===== src/rtl/clkmode_pkg.sv =====
package clkmode_pkg;
   typedef enum logic [1:0] {
      PIN_PORT      = 2'd0,
      PIN_RESONATOR = 2'd1,
      PIN_EXTCLK    = 2'd2
   } pin_mode_e;

   typedef enum logic [1:0] {
      DRV_LOW    = 2'd0,
      DRV_NORMAL = 2'd1,
      DRV_ULTRA  = 2'd2
   } drive_e;

   localparam logic [1:0] DRV_CODE_BAD = 2'b11;
endpackage


===== src/rtl/clkmode_wlock.sv =====
// Storage with a single-use write gate; the reserved bit is never stored.
module clkmode_wlock #(
   parameter int REG_W   = 8,
   parameter int RSV_BIT = 3
) (
   input  logic             clk,
   input  logic             rst_n,
   input  logic             take,
   input  logic [REG_W-1:0] wdata,
   output logic [REG_W-1:0] q,
   output logic             used,
   output logic             accept
);
   localparam logic [REG_W-1:0] RSV_MASK = ~(REG_W'(1) << RSV_BIT);

   assign accept = take & ~used;

   always_ff @(posedge clk or negedge rst_n) begin
      if (!rst_n) begin
         q    <= '0;
         used <= 1'b0;
      end else if (accept) begin
         q    <= wdata & RSV_MASK;
         used <= 1'b1;
      end
   end
endmodule


===== src/rtl/clkmode_pin_dec.sv =====
// Two-bit pin-pair decode: only 01 and 11 leave port mode.
module clkmode_pin_dec
   import clkmode_pkg::*;
(
   input  logic [1:0] pair,
   output logic [1:0] mode
);
   always_comb begin
      unique case (pair)
         2'b01:   mode = PIN_RESONATOR;
         2'b11:   mode = PIN_EXTCLK;
         default: mode = PIN_PORT;
      endcase
   end
endmodule


===== src/rtl/clkmode_flags.sv =====
// Sticky illegal-setting and ordering-violation flags.
module clkmode_flags
   import clkmode_pkg::*;
(
   input  logic       clk,
   input  logic       rst_n,
   input  logic       accept,
   input  logic [1:0] drv_code,
   input  logic       osc_start,
   input  logic       used,
   output logic       illegal,
   output logic       order_bad
);
   always_ff @(posedge clk or negedge rst_n) begin
      if (!rst_n) begin
         illegal   <= 1'b0;
         order_bad <= 1'b0;
      end else begin
         if (accept && drv_code == DRV_CODE_BAD) illegal   <= 1'b1;
         if (osc_start && !used)                 order_bad <= 1'b1;
      end
   end
endmodule


===== src/rtl/clkmode_lock_reg.sv =====
module clkmode_lock_reg
   import clkmode_pkg::*;
#(
   parameter int REG_W         = 8,
   parameter int MAIN_PAIR_LSB = 6,
   parameter int SUB_PAIR_LSB  = 4,
   parameter int RSV_BIT       = 3,
   parameter int DRV_LSB       = 1,
   parameter int RANGE_BIT     = 0,
   parameter bit HAS_SUB_OSC   = 1'b1
) (
   input  logic             clk,
   input  logic             rst_n,
   input  logic             bus_sel,
   input  logic             bus_wr,
   input  logic [REG_W-1:0] bus_mask,
   input  logic [REG_W-1:0] bus_wdata,
   output logic [REG_W-1:0] bus_rdata,
   input  logic             osc_start,
   output logic [1:0]       main_pin_mode,
   output logic [1:0]       sub_pin_mode,
   output logic [1:0]       sub_drive,
   output logic             main_hi_range,
   output logic             write_used,
   output logic             illegal_flag,
   output logic             order_flag
);
   localparam int NUM_PAIRS = 2;
   localparam int PAIR_LSB [NUM_PAIRS] = '{MAIN_PAIR_LSB, SUB_PAIR_LSB};

   if (REG_W != 8) begin : g_bad_width
      $error("clkmode_lock_reg: REG_W must be 8");
   end
   if (MAIN_PAIR_LSB + 1 >= REG_W || SUB_PAIR_LSB + 1 >= REG_W ||
       DRV_LSB + 1 >= REG_W || RANGE_BIT >= REG_W || RSV_BIT >= REG_W) begin : g_bad_field
      $error("clkmode_lock_reg: field position outside register");
   end

   logic             take;
   logic             accept;
   logic [REG_W-1:0] q;
   logic [1:0]       drv_code;
   logic [1:0]       pin_modes [NUM_PAIRS];

   assign take = bus_sel & bus_wr & (&bus_mask);

   clkmode_wlock #(.REG_W(REG_W), .RSV_BIT(RSV_BIT)) u_wlock (
      .clk    (clk),
      .rst_n  (rst_n),
      .take   (take),
      .wdata  (bus_wdata),
      .q      (q),
      .used   (write_used),
      .accept (accept)
   );

   for (genvar g = 0; g < NUM_PAIRS; g++) begin : g_pin
      clkmode_pin_dec u_dec (
         .pair (q[PAIR_LSB[g] +: 2]),
         .mode (pin_modes[g])
      );
   end

   assign drv_code = bus_wdata[DRV_LSB +: 2];

   clkmode_flags u_flags (
      .clk       (clk),
      .rst_n     (rst_n),
      .accept    (accept),
      .drv_code  (drv_code),
      .osc_start (osc_start),
      .used      (write_used),
      .illegal   (illegal_flag),
      .order_bad (order_flag)
   );

   assign bus_rdata     = q;
   assign main_pin_mode = pin_modes[0];
   assign main_hi_range = q[RANGE_BIT];

   if (HAS_SUB_OSC) begin : g_sub
      assign sub_pin_mode = pin_modes[1];
      always_comb begin
         unique case (q[DRV_LSB +: 2])
            2'b01:   sub_drive = DRV_NORMAL;
            2'b10:   sub_drive = DRV_ULTRA;
            default: sub_drive = DRV_LOW;
         endcase
      end
   end else begin : g_no_sub
      assign sub_pin_mode = PIN_PORT;
      assign sub_drive    = DRV_LOW;
   end
endmodule


===== config.mk =====
export PLATFORM = sky130hd
export DESIGN_NAME = clkmode_lock_reg
export DESIGN_NICKNAME = d
export VERILOG_FILES = /design/src/rtl/clkmode_pkg.sv /design/src/rtl/clkmode_wlock.sv /design/src/rtl/clkmode_pin_dec.sv /design/src/rtl/clkmode_flags.sv /design/src/rtl/clkmode_lock_reg.sv
export SDC_FILE = /design/constraint.sdc
export NUM_CORES = 1
export LEC_CHECK = 0
export BUFFER_PORTS_ARGS = -buffer_cell sky130_fd_sc_hd__buf_4
export CAP_MARGIN = 20
export CORE_MARGIN = 3
export CORE_UTILIZATION = 35
export CTS_CLUSTER_SIZE = 25
export DETAILED_ROUTE_END_ITERATION = 7
export PLACE_DENSITY = 0.74
export SLEW_MARGIN = 0
export SYNTH_ARGS = -nofsm -noshare
export SYNTH_HDL_FRONTEND = slang
export SYNTH_SLANG_ARGS = --single-unit

===== constraint.sdc =====
create_clock -name clk -period 1.65 [get_ports clk]
set_input_delay 0.2475 -clock clk [delete_from_list [all_inputs] [get_ports clk]]
set_output_delay 0.2475 -clock clk [all_outputs]
set_load 0.01 [all_outputs]

== After elaboration in Yosys (flattened, before gate mapping) ==
Index checks and enable logic that the tools add are counted.
Word-level totals
  bits in registers: 10
  bits of input ports: 21
  output and inout port bits: 18
  logic and storage cells: 22
Operators by class
  eq/ne operators: 7
  mux-type cells: 3
  bitwise operators: 4
  reduce and logical (&&, ||, !) cells: 4
Operators with widths (count)
  2-bit case mux with 2 select lines: 3
  2-bit equality test (second input constant): 4
  8-bit AND reduction: 1
  2-bit by 1-bit equality test with 1-bit output (second input constant): 3
  1-bit AND: 3
  1-bit logical AND: 2
  1-bit zero test: 1
  1-bit inverter: 1

== Logic depth before layout (Yosys ltp) ==
Gate-level depths: netlist of the first run.
  depth in word-level cells: 4
  mapped depth: 3
  mapped depth without buffers: 3

== Modules after synthesis ==
Synthesis of the first run repeated with hierarchy kept, for this count alone.
Second synthesis, totals
  cell total of the unflattened synthesis: 36
  area total of the unflattened synthesis: 496.7 sq um
Modules (own cells, without submodules)
  clkmode_wlock: instances 1, cells an instance 20, area an instance 347.8 sq um, sequential area each 200.2 sq um
  clkmode_flags: instances 1, cells an instance 5, area an instance 70.1 sq um, sequential area each 50.0 sq um
  clkmode_lock_reg: instances 1, cells an instance 7, area an instance 46.3 sq um, sequential area each 0.0 sq um
  clkmode_pin_dec: instances 2, cells an instance 2, area an instance 16.3 sq um, sequential area each 0.0 sq um

== Worst setup path after synthesis of the first run ==
Ideal clock, no wire load.
  path kind: register -> register
  start point: register u_wlock.used
  end point: register u_wlock.q[0]
  library setup time: 0.125 ns
  data arrival time: 1.302 ns
  required time: 1.525 ns
  setup slack: 0.223 ns
  stages on the path, launching flop included: 4
  path buffers: 0
  period minus slack after synthesis: 1.427 ns
  path through: dfrtp_1 > nand4b_4 > nor3_4 > mux2_2
Between the ends
  word-level cells in the longest chain between the ends: 2
RTL lines
  start: declaration: line clkmode_wlock.sv:11  | output logic used,
  start signal: assignment: line clkmode_wlock.sv:21  | used <= 1'b0;
  start signal: assignment: line clkmode_wlock.sv:24  | used <= 1'b1;
  1-bit inverter: line clkmode_wlock.sv:16  | assign accept = take & ~used;
  1-bit AND: line clkmode_wlock.sv:16
  end signal: assignment: line clkmode_wlock.sv:23  | q <= wdata & RSV_MASK;
  end: declaration: line clkmode_wlock.sv:10  | output logic [REG_W-1:0] q,
No other way between the ends.
A chain may end at the register's enable or synchronous reset.

== Worst setup path in the final report of the first run ==
  start point: register u_wlock.used
  end point: register u_wlock.q[5]
The elaborated chain is that of the path after synthesis.

==> parameters.txt, run 1 <==
Parameter                              Value

Outcome
  Result of the run    finished clean

Placement
  Pre-CTS setup slack    126.6 ps
  Count of input and output buffers    36
  Global placement routability congestion    approximately 0.7
  DP HPWL    just over 800 µm

Setup path
  Peak per-stage delay on the critical path    420 ps
  Critical path data arrival time    around 1700 ps
  Largest fanout on the critical path    9
  Required time of the critical path    1790 ps
  Reg-to-reg setup timing slack    140 ps
  Worst setup EP type    flip-flop
  Critical path launch point type    flip-flop
  Kind of cell adding the most delay to the critical path    simple AND/OR/NAND/NOR gates
  Buffering stage count on the worst path with inverters included    0
  List of cells traversed by the critical path    nand4b_4 -> nor3_4 -> mux2_2
  Worst Path Class, Setup    reg -> reg
  Standard cell with the maximum stage delay on the critical path    sky130_fd_sc_hd__nor3_4

Timing
  RSZ-0062 raised after global routing    false
  Final count of negative-setup-slack endpoints    0
  Number of slew-limit violations in the final report    0
  Part of the cycle the worst path needs    0.9168
  Clock skew    1.184 ps
  Worst setup slack after layout    137.2 ps
  Maximum operating frequency    around 660 MHz
  Fin. Hold Viols    0
  Post-route setup TNS    0 ps
  Minimum clock period    ~1500 ps

Floorplanning
  Cell row count    12
  Core region area    1171 µm²
  Initial core utilization    0.3953
  Total die area    1795 µm²
  Die width    42.37 µm
  Count of pins on the block boundary    39
  Vertical die dimension    42.37 µm

Global route
  Total overflow reported by the global router    0
  Vias in the first global route    375
  Pin count of the biggest net entering global routing    11
  Wire length of the first global-routing pass    approximately 1600 µm
  Number of antenna violations at the first check in global routing    0
  Overall track demand over capacity in global routing    0.1226

Power
  Standby leakage power    ~0.00044 µW
  Net Sw Frac    0.2124
  Internal power summed over all cells    a little under 400 µW
  Total power per unit cell area    ~640 nW/µm²
  Portion of total power attributed to the clock network    0.319
  Peak supply drop    0.4235 mV
  Sw power    just over 100 µW
  Sequential share of power    0.525
  Relative contribution of combinational cells to total power    0.156

Detailed routing
  Total number of vias    390
  Total iterations of the first detailed-routing run    3
  Initial DRC Count    5
  Remaining antenna violation count    0
  DRC    0
  Detail-routed net length per standard cell    11.52 µm
  Total Wirelength    991 µm
  Via-to-Cell Ratio    4.535

Finish
  Fraction of final layout cells sized beyond drive strength 1    0.6944
  Final-stage net count    95
  Area added between synthesis and finish    65.95%
  Core Util, Final    0.6560
  Diode count    0

Synth
  Yosys warns    0
  Share of the yosys chip area belonging to registers    0.5405
  Register bit total from synthesis    10
  Combined area of all synthesized cells    462.9 µm²
  Average size of a mapped cell    13.62 µm²
  Number of distinct standard cells referenced by the synthesized netlist    14
  Mapped Nets    55
  Cell taking the most area after synthesis    sky130_fd_sc_hd__dfrtp_1
  Cells after Synth    34
  Top-area cell type share of the netlist area    0.5405
  Synth area leaders    sky130_fd_sc_hd__dfrtp_1 (54%), sky130_fd_sc_hd__mux2_2 (17%), sky130_fd_sc_hd__nor2b_1 (5.4%), sky130_fd_sc_hd__nand4b_4 (5.1%), sky130_fd_sc_hd__nor3_4 (3.5%)

CTS
  Clock tree from TritonCTS    yes
  Total number of clock tree sinks    10
  Clk pin slew, worst setup/hold paths    60 ps
  Worst-case clock buffer depth    2
  Post-CTS resize count    0
  Clock tree root driver cell    sky130_fd_sc_hd__clkbuf_4
  Number of setup buffers added after CTS    0
  Clock latency on the worst-skew pair    250 ps
  Number of buffers added by the clock tree synthesis step    3
  Maximum level of the CTS H-tree    1

Hold path
  Class of the worst hold path    in -> reg

Job
  Max-cap violations    0
==> power by group through the flow <==
stage / registers (µW) / logic (µW) / clock network, µW
2_1_floorplan: 263 / 18.4 / 0
3_3_place_gp: 261 / 74.4 / 0
3_5_place_dp: 261 / 75.8 / 0
4_1_cts: 256 / 77.9 / 168
5_1_grt: 257 / 83.5 / 180
6_report: 256 / 76.4 / 156
==> placed cells by master (no fill, tap or decap) <==
cell	synthesis	routed
sky130_fd_sc_hd__dfrtp_1	10	10
sky130_fd_sc_hd__nor3_4	1	1
sky130_fd_sc_hd__and2_1	2	2
sky130_fd_sc_hd__a31o_2	1	1
sky130_fd_sc_hd__clkbuf_4	0	3
sky130_fd_sc_hd__nand4_1	1	1
sky130_fd_sc_hd__a21o_1	1	1
sky130_fd_sc_hd__inv_1	1	1
sky130_fd_sc_hd__nand3_1	1	1
sky130_fd_sc_hd__or2_2	1	1
sky130_fd_sc_hd__nor2b_1	4	4
sky130_fd_sc_hd__dlygate4sd3_1	0	1
sky130_fd_sc_hd__mux2_2	7	7
sky130_fd_sc_hd__buf_4	2	36
sky130_fd_sc_hd__conb_1	1	1
sky130_fd_sc_hd__nand4b_4	1	1
==> what timing repair did <==
action,CTS,global route
endpoints found under the hold margin,10,0
hold buffers,1,0
setup endpoints to repair,0,0
==> stage by stage <==
stage	instances	area, µm²	power (µW)	hold WS, ps
2_1_floorplan	34	462.9	281.9	-48.09
3_3_place_gp	82	735.7	335.3	79.95
3_5_place_dp	82	735.7	336.8	83.35
4_1_cts	86	768.2	502.6	184.6
5_1_grt	86	768.2	520.5	196.7
6_report	86	768.2	488.9	194.8
==> final timing paths <==
check,from,cells past startpoint,endpoint
max,u_wlock.used,3,u_wlock.q[5]
min,osc_start,2,u_flags.order_bad
min in group asynchronous,rst_n,2,u_wlock.used
max in group asynchronous,rst_n,2,u_wlock.q[4]
min reg2reg,u_flags.order_bad,1,u_flags.order_bad
max reg2reg,u_wlock.used,3,u_wlock.q[5]
==> synth_stat cells <==
cell,count
sky130_fd_sc_hd__a21o_1,1
sky130_fd_sc_hd__a31o_2,1
sky130_fd_sc_hd__and2_1,2
sky130_fd_sc_hd__buf_4,2
sky130_fd_sc_hd__conb_1,1
sky130_fd_sc_hd__dfrtp_1,10
sky130_fd_sc_hd__inv_1,1
sky130_fd_sc_hd__mux2_2,7
sky130_fd_sc_hd__nand3_1,1
sky130_fd_sc_hd__nand4_1,1
sky130_fd_sc_hd__nand4b_4,1
sky130_fd_sc_hd__nor2b_1,4
sky130_fd_sc_hd__nor3_4,1
sky130_fd_sc_hd__or2_2,1
==> final cells by class <==
type | instances | area (µm²)
multi-input cells | 21 | 193.9
inverters | 1 | 3.754
repair buffers | 37 | 280.3
well taps | 14 | 17.52
fillers | 103 | 402.9
flip-flops and latches | 10 | 250.2
clock buffers | 3 | 22.52
==> per-layer routing <==
metal | track usage | up-vias | part of all wire
li1 | - | 194 | -
met1 | 0.1260 | 172 | 0.35
met2 | 0.2036 | 22 | 0.50
met3 | 0.05150 | 2 | 0.14
met4 | 0.07453 | 0 | 0.0081
met5 | 0 | - | 0
==> flip-flops by register name, indices dropped and copies added (netlist names) <==
name,cells
u_flags.order_bad,1
u_flags.illegal,1
u_wlock.used,1
u_wlock.q,7
==> kinds of logic (layout without fill, tap and decap cells) <==
kind of cell           count (synthesis)  after routing  synth area share
AO/OA/AOI/OAI                          2              2           0.03514
buffers and inverters                  3             41           0.04052
flip-flops                            10             10            0.5405
multiplexers                           7              7            0.1703
other                                  1              1          0.008100
AND/OR/NAND/NOR                       11             11            0.2054
Note: power is estimated with default switching activity, not from simulation.
==> run 2: changes to the inputs <==
--- a/config.mk
+++ b/config.mk
@@ -5,13 +5,11 @@
 export SDC_FILE = /design/constraint.sdc
 export NUM_CORES = 1
 export LEC_CHECK = 0
-export BUFFER_PORTS_ARGS = -buffer_cell sky130_fd_sc_hd__buf_4
-export CAP_MARGIN = 20
-export CORE_MARGIN = 3
-export CORE_UTILIZATION = 35
+export CORE_AREA = 3 3 40 42
 export CTS_CLUSTER_SIZE = 25
 export DETAILED_ROUTE_END_ITERATION = 7
-export PLACE_DENSITY = 0.74
+export DIE_AREA = 0 0 43 45
+export DONT_BUFFER_PORTS = 1
 export SLEW_MARGIN = 0
 export SYNTH_ARGS = -nofsm -noshare
 export SYNTH_HDL_FRONTEND = slang
==> parameters.txt, run 2 (synthesis gave the netlist of run 1 again) <==
Parameter                              Value

Setup path
  Required time of the critical path    about 1800 ps
  Worst setup EP type    flip-flop
  Critical path launch point type    flip-flop
  Worst Path Class, Setup    reg -> reg
  Critical path data arrival time    1510 ps
  Largest fanout on the critical path    9

Global route
  Overall track demand over capacity in global routing    0.1014
  Pin count of the biggest net entering global routing    11
  Number of antenna violations at the first check in global routing    0
  Total overflow reported by the global router    0
  Vias in the first global route    319
  Wire length of the first global-routing pass    1380 µm

Timing
  Fin. Hold Viols    0
  Minimum clock period    around 1400 ps
  Final Hold Slack    121.8 ps
  Post-route setup TNS    0 ps
  Clock skew    5.633 ps
  Final count of negative-setup-slack endpoints    0
  Number of slew-limit violations in the final report    0
  RSZ-0062 raised after global routing    false
  Worst setup slack after layout    around 270 ps
  Maximum operating frequency    between 700 and 800 MHz
  Part of the cycle the worst path needs    0.8371

Finish
  Diode count    0
  Max reg flops    7
  Most used cells in the layout excluding fill and tap cells    sky130_fd_sc_hd__dfrtp_1 (10), sky130_fd_sc_hd__mux2_2 (7), sky130_fd_sc_hd__nor2b_1 (4)
  Fraction of final layout cells sized beyond drive strength 1    0.4211
  Top register by number of flip-flops    u_wlock.q
  Area added between synthesis and finish    13.78%
  Final-stage net count    61
  Leading cell type in the layout, fill and taps excluded    sky130_fd_sc_hd__dfrtp_1
  Core Util, Final    0.4099
  Fill cell instance count of the final layout    122
  Non-filler instance count after layout    53

Power
  Peak supply drop    between 0.4 and 0.5 mV
  Internal power summed over all cells    roughly 350 µW
  Sw power    89.97 µW
  Net Sw Frac    0.2058
  Relative contribution of combinational cells to total power    0.058
  Sequential share of power    0.594
  Total power per unit cell area    830.0 nW/µm²
  Portion of total power attributed to the clock network    0.348
  Standby leakage power    between 0.0002 and 0.0003 µW

Detailed routing
  DRC    0
  Initial DRC Count    2
  Remaining antenna violation count    0
  Via-to-Cell Ratio    5.358
  Detail-routed net length per standard cell    16.19 µm
  Total Wirelength    858 µm
  Total iterations of the first detailed-routing run    2
  Total number of vias    284

Placement
  Count of input and output buffers    0
  Pre-CTS setup slack    282.7 ps
  Instance count after placement with tap cells included    slightly below 50
  Global placement routability congestion    0.6580

Job
  Max-cap violations    0

CTS
  Clock tree root driver cell    sky130_fd_sc_hd__clkbuf_4
  Worst-case clock buffer depth    2
  Maximum level of the CTS H-tree    1
  Clock tree from TritonCTS    yes
  Number of buffers added by the clock tree synthesis step    3
  Total number of clock tree sinks    10
  Clk pin slew, worst setup/hold paths    roughly 60 ps
  Clock latency on the worst-skew pair    250 ps

Floorplanning
  Die width    43 µm
  Cell row count    13
  Count of pins on the block boundary    39
  Core region area    1285 µm²
  Total die area    1935 µm²
  Vertical die dimension    45 µm
  Initial core utilization    0.3603

Outcome
  Result of the run    finished clean

Hold path
  Class of the worst hold path    in -> reg
-- run 2: cell count changes in the layout (fill, tap and decap cells not counted) --
cell | before | now
sky130_fd_sc_hd__buf_12 | 0 | 1
sky130_fd_sc_hd__buf_4 | 36 | 1
-- run 2: per-layer routing --
layer / part of all wire / global-route usage / up-vias
li1: - / - / 127
met1: 0.28 / 0.09045 / 126
met2: 0.51 / 0.1647 / 31
met3: 0.21 / 0.1036 / 0
met4: 0 / 0.01807 / 0
met5: 0 / 0 / -
-- run 2: final timing paths --
path / start / to / slack, ps / cells past startpoint
hold / removal: osc_start / u_flags.order_bad / 120 / 1
setup / recovery: u_wlock.used / u_wlock.q[1] / 270 / 4
max in group asynchronous: rst_n / u_wlock.q[5] / 980 / 1
min in group asynchronous: rst_n / u_wlock.q[7] / 360 / 1
setup reg to reg: u_wlock.used / u_wlock.q[1] / 270 / 4
hold reg to reg: u_flags.illegal / u_flags.illegal / 540 / 1
-- run 2: power groups by stage --
stage	clock network [µW]	logic, µW	registers (µW)
final	152	25.4	260
after global routing	174	28.1	261
after CTS	164	26.2	260
after detailed placement	0	19.8	264
after global placement	0	19.4	264
after floorplan	0	18.4	263
-- run 2: through the flow --
stage               area [µm²]  power, µW
finish                   526.8      437.2
global route             526.8      463.6
CTS                      526.8      449.9
detailed placement       494.2      284.3
global placement         494.2      283.7
floorplan                462.9      281.9
-- run 2: layout make-up --
| cell class | count | area [µm²] | share of cell area |
|---|---|---|---|
| timing repair buffer | 3 | 37.54 | 0.07126 |
| sequential | 10 | 250.2 | 0.4751 |
| multi-input combinational | 21 | 193.9 | 0.3682 |
| clock buffer | 3 | 22.52 | 0.04276 |
| tap | 15 | 18.77 | 0.03563 |
| inverter | 1 | 3.754 | 0.007126 |
-- run 2: what timing repair did --
| item | 4_1_cts | 5_1_grt |
|---|---|---|
| setup buffers | 0 | 0 |
| endpoints found under the hold margin | 10 | 0 |
| hold buffers | 1 | 0 |
| resized for setup | 0 | 0 |
-- run 2: worst max-delay path, cell delays in order, from the launching register on --
cell and delay, ps:
sky130_fd_sc_hd__dfrtp_1 370, sky130_fd_sc_hd__nand4b_4 170, sky130_fd_sc_hd__nor3_4 230, sky130_fd_sc_hd__buf_12 150, sky130_fd_sc_hd__mux2_2 330
==> run 3: changes to the inputs <==
--- a/config.mk
+++ b/config.mk
@@ -5,6 +5,7 @@
 export SDC_FILE = /design/constraint.sdc
 export NUM_CORES = 1
 export LEC_CHECK = 0
+export ABC_AREA = 1
 export CORE_AREA = 3 3 40 42
 export CTS_CLUSTER_SIZE = 25
 export DETAILED_ROUTE_END_ITERATION = 7
==> constraint.sdc (replaced) <==
create_clock -name clk -period 1.3 [get_ports clk]
set_input_delay 0.195 -clock clk [delete_from_list [all_inputs] [get_ports clk]]
set_output_delay 0.195 -clock clk [all_outputs]
set_load 0.01 [all_outputs]
==> parameters.txt, run 3 <==
Parameter                              Value

Outcome
  Result of the run    finished clean

Synth
  Synth area leaders    sky130_fd_sc_hd__dfrtp_1 (46%), sky130_fd_sc_hd__nand2_1 (14%), sky130_fd_sc_hd__nand4_1 (9.2%), sky130_fd_sc_hd__nor2_8 (7.4%), sky130_fd_sc_hd__inv_1 (6.2%)
  Mapped Nets    84
  Share of synthesized registers carrying an async set or reset    1.000
  Most frequent cell after synthesis    sky130_fd_sc_hd__nand2_1
  Average size of a mapped cell    8.639 µm²
  Share of the yosys chip area belonging to registers    0.4598
  Post-synth EDFFs    0
  Cell taking the most area after synthesis    sky130_fd_sc_hd__dfrtp_1
  Combined area of all synthesized cells    544.3 µm²
  Synth cell count leaders    sky130_fd_sc_hd__nand2_1 (20), sky130_fd_sc_hd__dfrtp_1 (10), sky130_fd_sc_hd__inv_1 (9), sky130_fd_sc_hd__nand4_1 (8)
  Leading register cell type out of synthesis    sky130_fd_sc_hd__dfrtp_1
  Register bit total from synthesis    10
  Number of distinct standard cells referenced by the synthesized netlist    12
  Yosys warns    0
  Top-area cell type share of the netlist area    0.4598
  Cells after Synth    63

Floorplanning
  Total die area    1935 µm²
  Cell row count    13
  Vertical die dimension    45 µm
  Die width    43 µm
  Initial core utilization    0.4236
  Core region area    1285 µm²
  Count of pins on the block boundary    39

Global route
  Pin count of the biggest net entering global routing    11
  Total overflow reported by the global router    0
  Overall track demand over capacity in global routing    0.1104
  Wire length of the first global-routing pass    1538 µm
  Vias in the first global route    365
  Number of antenna violations at the first check in global routing    0

Finish
  Max reg flops    7
  Final-stage net count    88
  Top register by number of flip-flops    u_wlock.q
  Fill cell instance count of the final layout    about 130
  Most used cells in the layout excluding fill and tap cells    sky130_fd_sc_hd__nand2_1 (20), sky130_fd_sc_hd__dfrtp_1 (10), sky130_fd_sc_hd__inv_1 (9)
  Diode count    0
  Non-filler instance count after layout    80
  Core Util, Final    0.4518
  Register cell area after layout    250.2 µm²
  Leading cell type in the layout, fill and taps excluded    sky130_fd_sc_hd__nand2_1
  Area used by multi-input combinational logic    245.2 µm²
  Fraction of final layout cells sized beyond drive strength 1    0.1692
  Area added between synthesis and finish    6.667%

Detailed routing
  Detail-routed net length per standard cell    12.59 µm
  Total number of vias    414
  Remaining antenna violation count    0
  Via-to-Cell Ratio    5.175
  Initial DRC Count    4
  DRC    0
  Total iterations of the first detailed-routing run    4
  Total Wirelength    ~1000 µm

Setup path
  Largest fanout on the critical path    4
  Peak per-stage delay on the critical path    440 ps
  Depth of the worst register-to-register path    4
  List of cells traversed by the critical path    inv_1 -> nor2_1
  Buffering stage count on the worst path with inverters included    1
  Standard cell with the maximum stage delay on the critical path    sky130_fd_sc_hd__dfrtp_1
  FF-to-FF End    u_wlock.q[6]
  Critical path data arrival time    930 ps
  Kind of cell adding the most delay to the critical path    flip-flops
  Beginning of the worst register-to-register path    u_wlock.used
  Reg-to-reg setup timing slack    190 ps
  Worst Path Class, Setup    reg -> out
  Worst setup EP type    output port
  Required time of the critical path    1110 ps
  Critical path launch point type    flip-flop

CTS
  Clock tree root driver cell    sky130_fd_sc_hd__clkbuf_4
  Clk pin slew, worst setup/hold paths    60 ps
  Maximum level of the CTS H-tree    1
  Worst-case clock buffer depth    2
  Post-CTS resize count    0
  Number of buffers added by the clock tree synthesis step    3
  Total number of clock tree sinks    10
  Clock latency on the worst-skew pair    between 200 and 300 ps
  Clock tree from TritonCTS    yes

Hold path
  Launch point of the worst hold path    osc_start
  Class of the worst hold path    in -> reg
  Worst hold path cell count    1
  Hold EP    u_flags.order_bad

Timing
  Minimum clock period    1129 ps
  Number of slew-limit violations in the final report    0
  Part of the cycle the worst path needs    0.8681
  RSZ-0062 raised after global routing    false
  Clock skew    1.647 ps
  Final Hold Slack    66.74 ps
  Post-route setup TNS    0 ps
  Fin. Hold Viols    0
  Worst setup slack after layout    171.5 ps
  Final count of negative-setup-slack endpoints    0
  Maximum operating frequency    886.1 MHz

Placement
  Global placement routability congestion    0.6183
  DP HPWL    ~770 µm
  Count of input and output buffers    0
  Pre-CTS setup slack    210.0 ps
  Instance count after placement with tap cells included    76

Job
  Max-cap violations    0

Power
  Standby leakage power    about 0.00034 µW
  Total power per unit cell area    939.5 nW/µm²
  Peak supply drop    around 0.36 mV
run 3: changes by cell type after synthesis, moves of 2 or more:
cell / delta
sky130_fd_sc_hd__and2_1: -2
sky130_fd_sc_hd__inv_1: +8
sky130_fd_sc_hd__mux2_2: -7
sky130_fd_sc_hd__nand2_1: +20
sky130_fd_sc_hd__nand2_2: +4
sky130_fd_sc_hd__nand4_1: +7
sky130_fd_sc_hd__nor2_1: +4
sky130_fd_sc_hd__nor2_8: +2
sky130_fd_sc_hd__nor2b_1: -4
run 3: what timing repair did:
action	CTS	global route
endpoints found under the setup margin	0	0
hold endpoints to repair	10	0
hold buffers	1	0
buffers inserted	0	0
run 3: stage by stage:
| stage | power (µW) | area (µm²) |
|---|---|---|
| after floorplan | 342.1 | 544.3 |
| after global placement | 341.3 | 548.0 |
| after detailed placement | 341.5 | 548.0 |
| after CTS | 554.3 | 580.6 |
| after global routing | 574.1 | 580.6 |
| final | 545.4 | 580.6 |
run 3: how the worst max path moves through the flow:
stage	start	slack [ps]	to	cells after the start
after floorplan	u_wlock.used	310	u_wlock.q[7]	4
after global placement	u_wlock.used	200	u_wlock.q[5]	4
after detailed placement	u_wlock.used	210	u_wlock.q[6]	4
after CTS	u_wlock.q[1]	160	sub_drive[0]	2
after global routing	u_wlock.q[2]	100	sub_drive[1]	2
final	u_wlock.q[1]	170	sub_drive[0]	2
run 3: cell families after synthesis:
logic type / share of synthesized area
DFF: 0.4598
AOI/OAI and AO/OA: 0.01380
and+or+nand+nor: 0.4299
buffers and inverters: 0.08964
other: 0.006890
run 3: layout make-up:
cell class              count  area share
inverters                   9     0.05819
multi-input cells          42      0.4224
well taps                  15     0.03233
flip-flops and latches     10      0.4310
repair buffers              1     0.01724
clock buffers               3     0.03879
run 3: report_power, final:
part | internal (µW) | switching, µW | total, µW
clock | 106 | 95.9 | 202
combinational | 9.00 | 22.6 | 31.6
sequential | 311 | 0.198 | 312
run 3: per-layer routing:
layer,part of all wire,GRT usage,routed length [µm],vias up
li1,-,-,-,204
met1,0.37,0.1147,372,178
met2,0.49,0.1796,496,29
met3,0.12,0.03984,117,3
met4,0.021,0.09036,21,0
met5,0,0,0,-
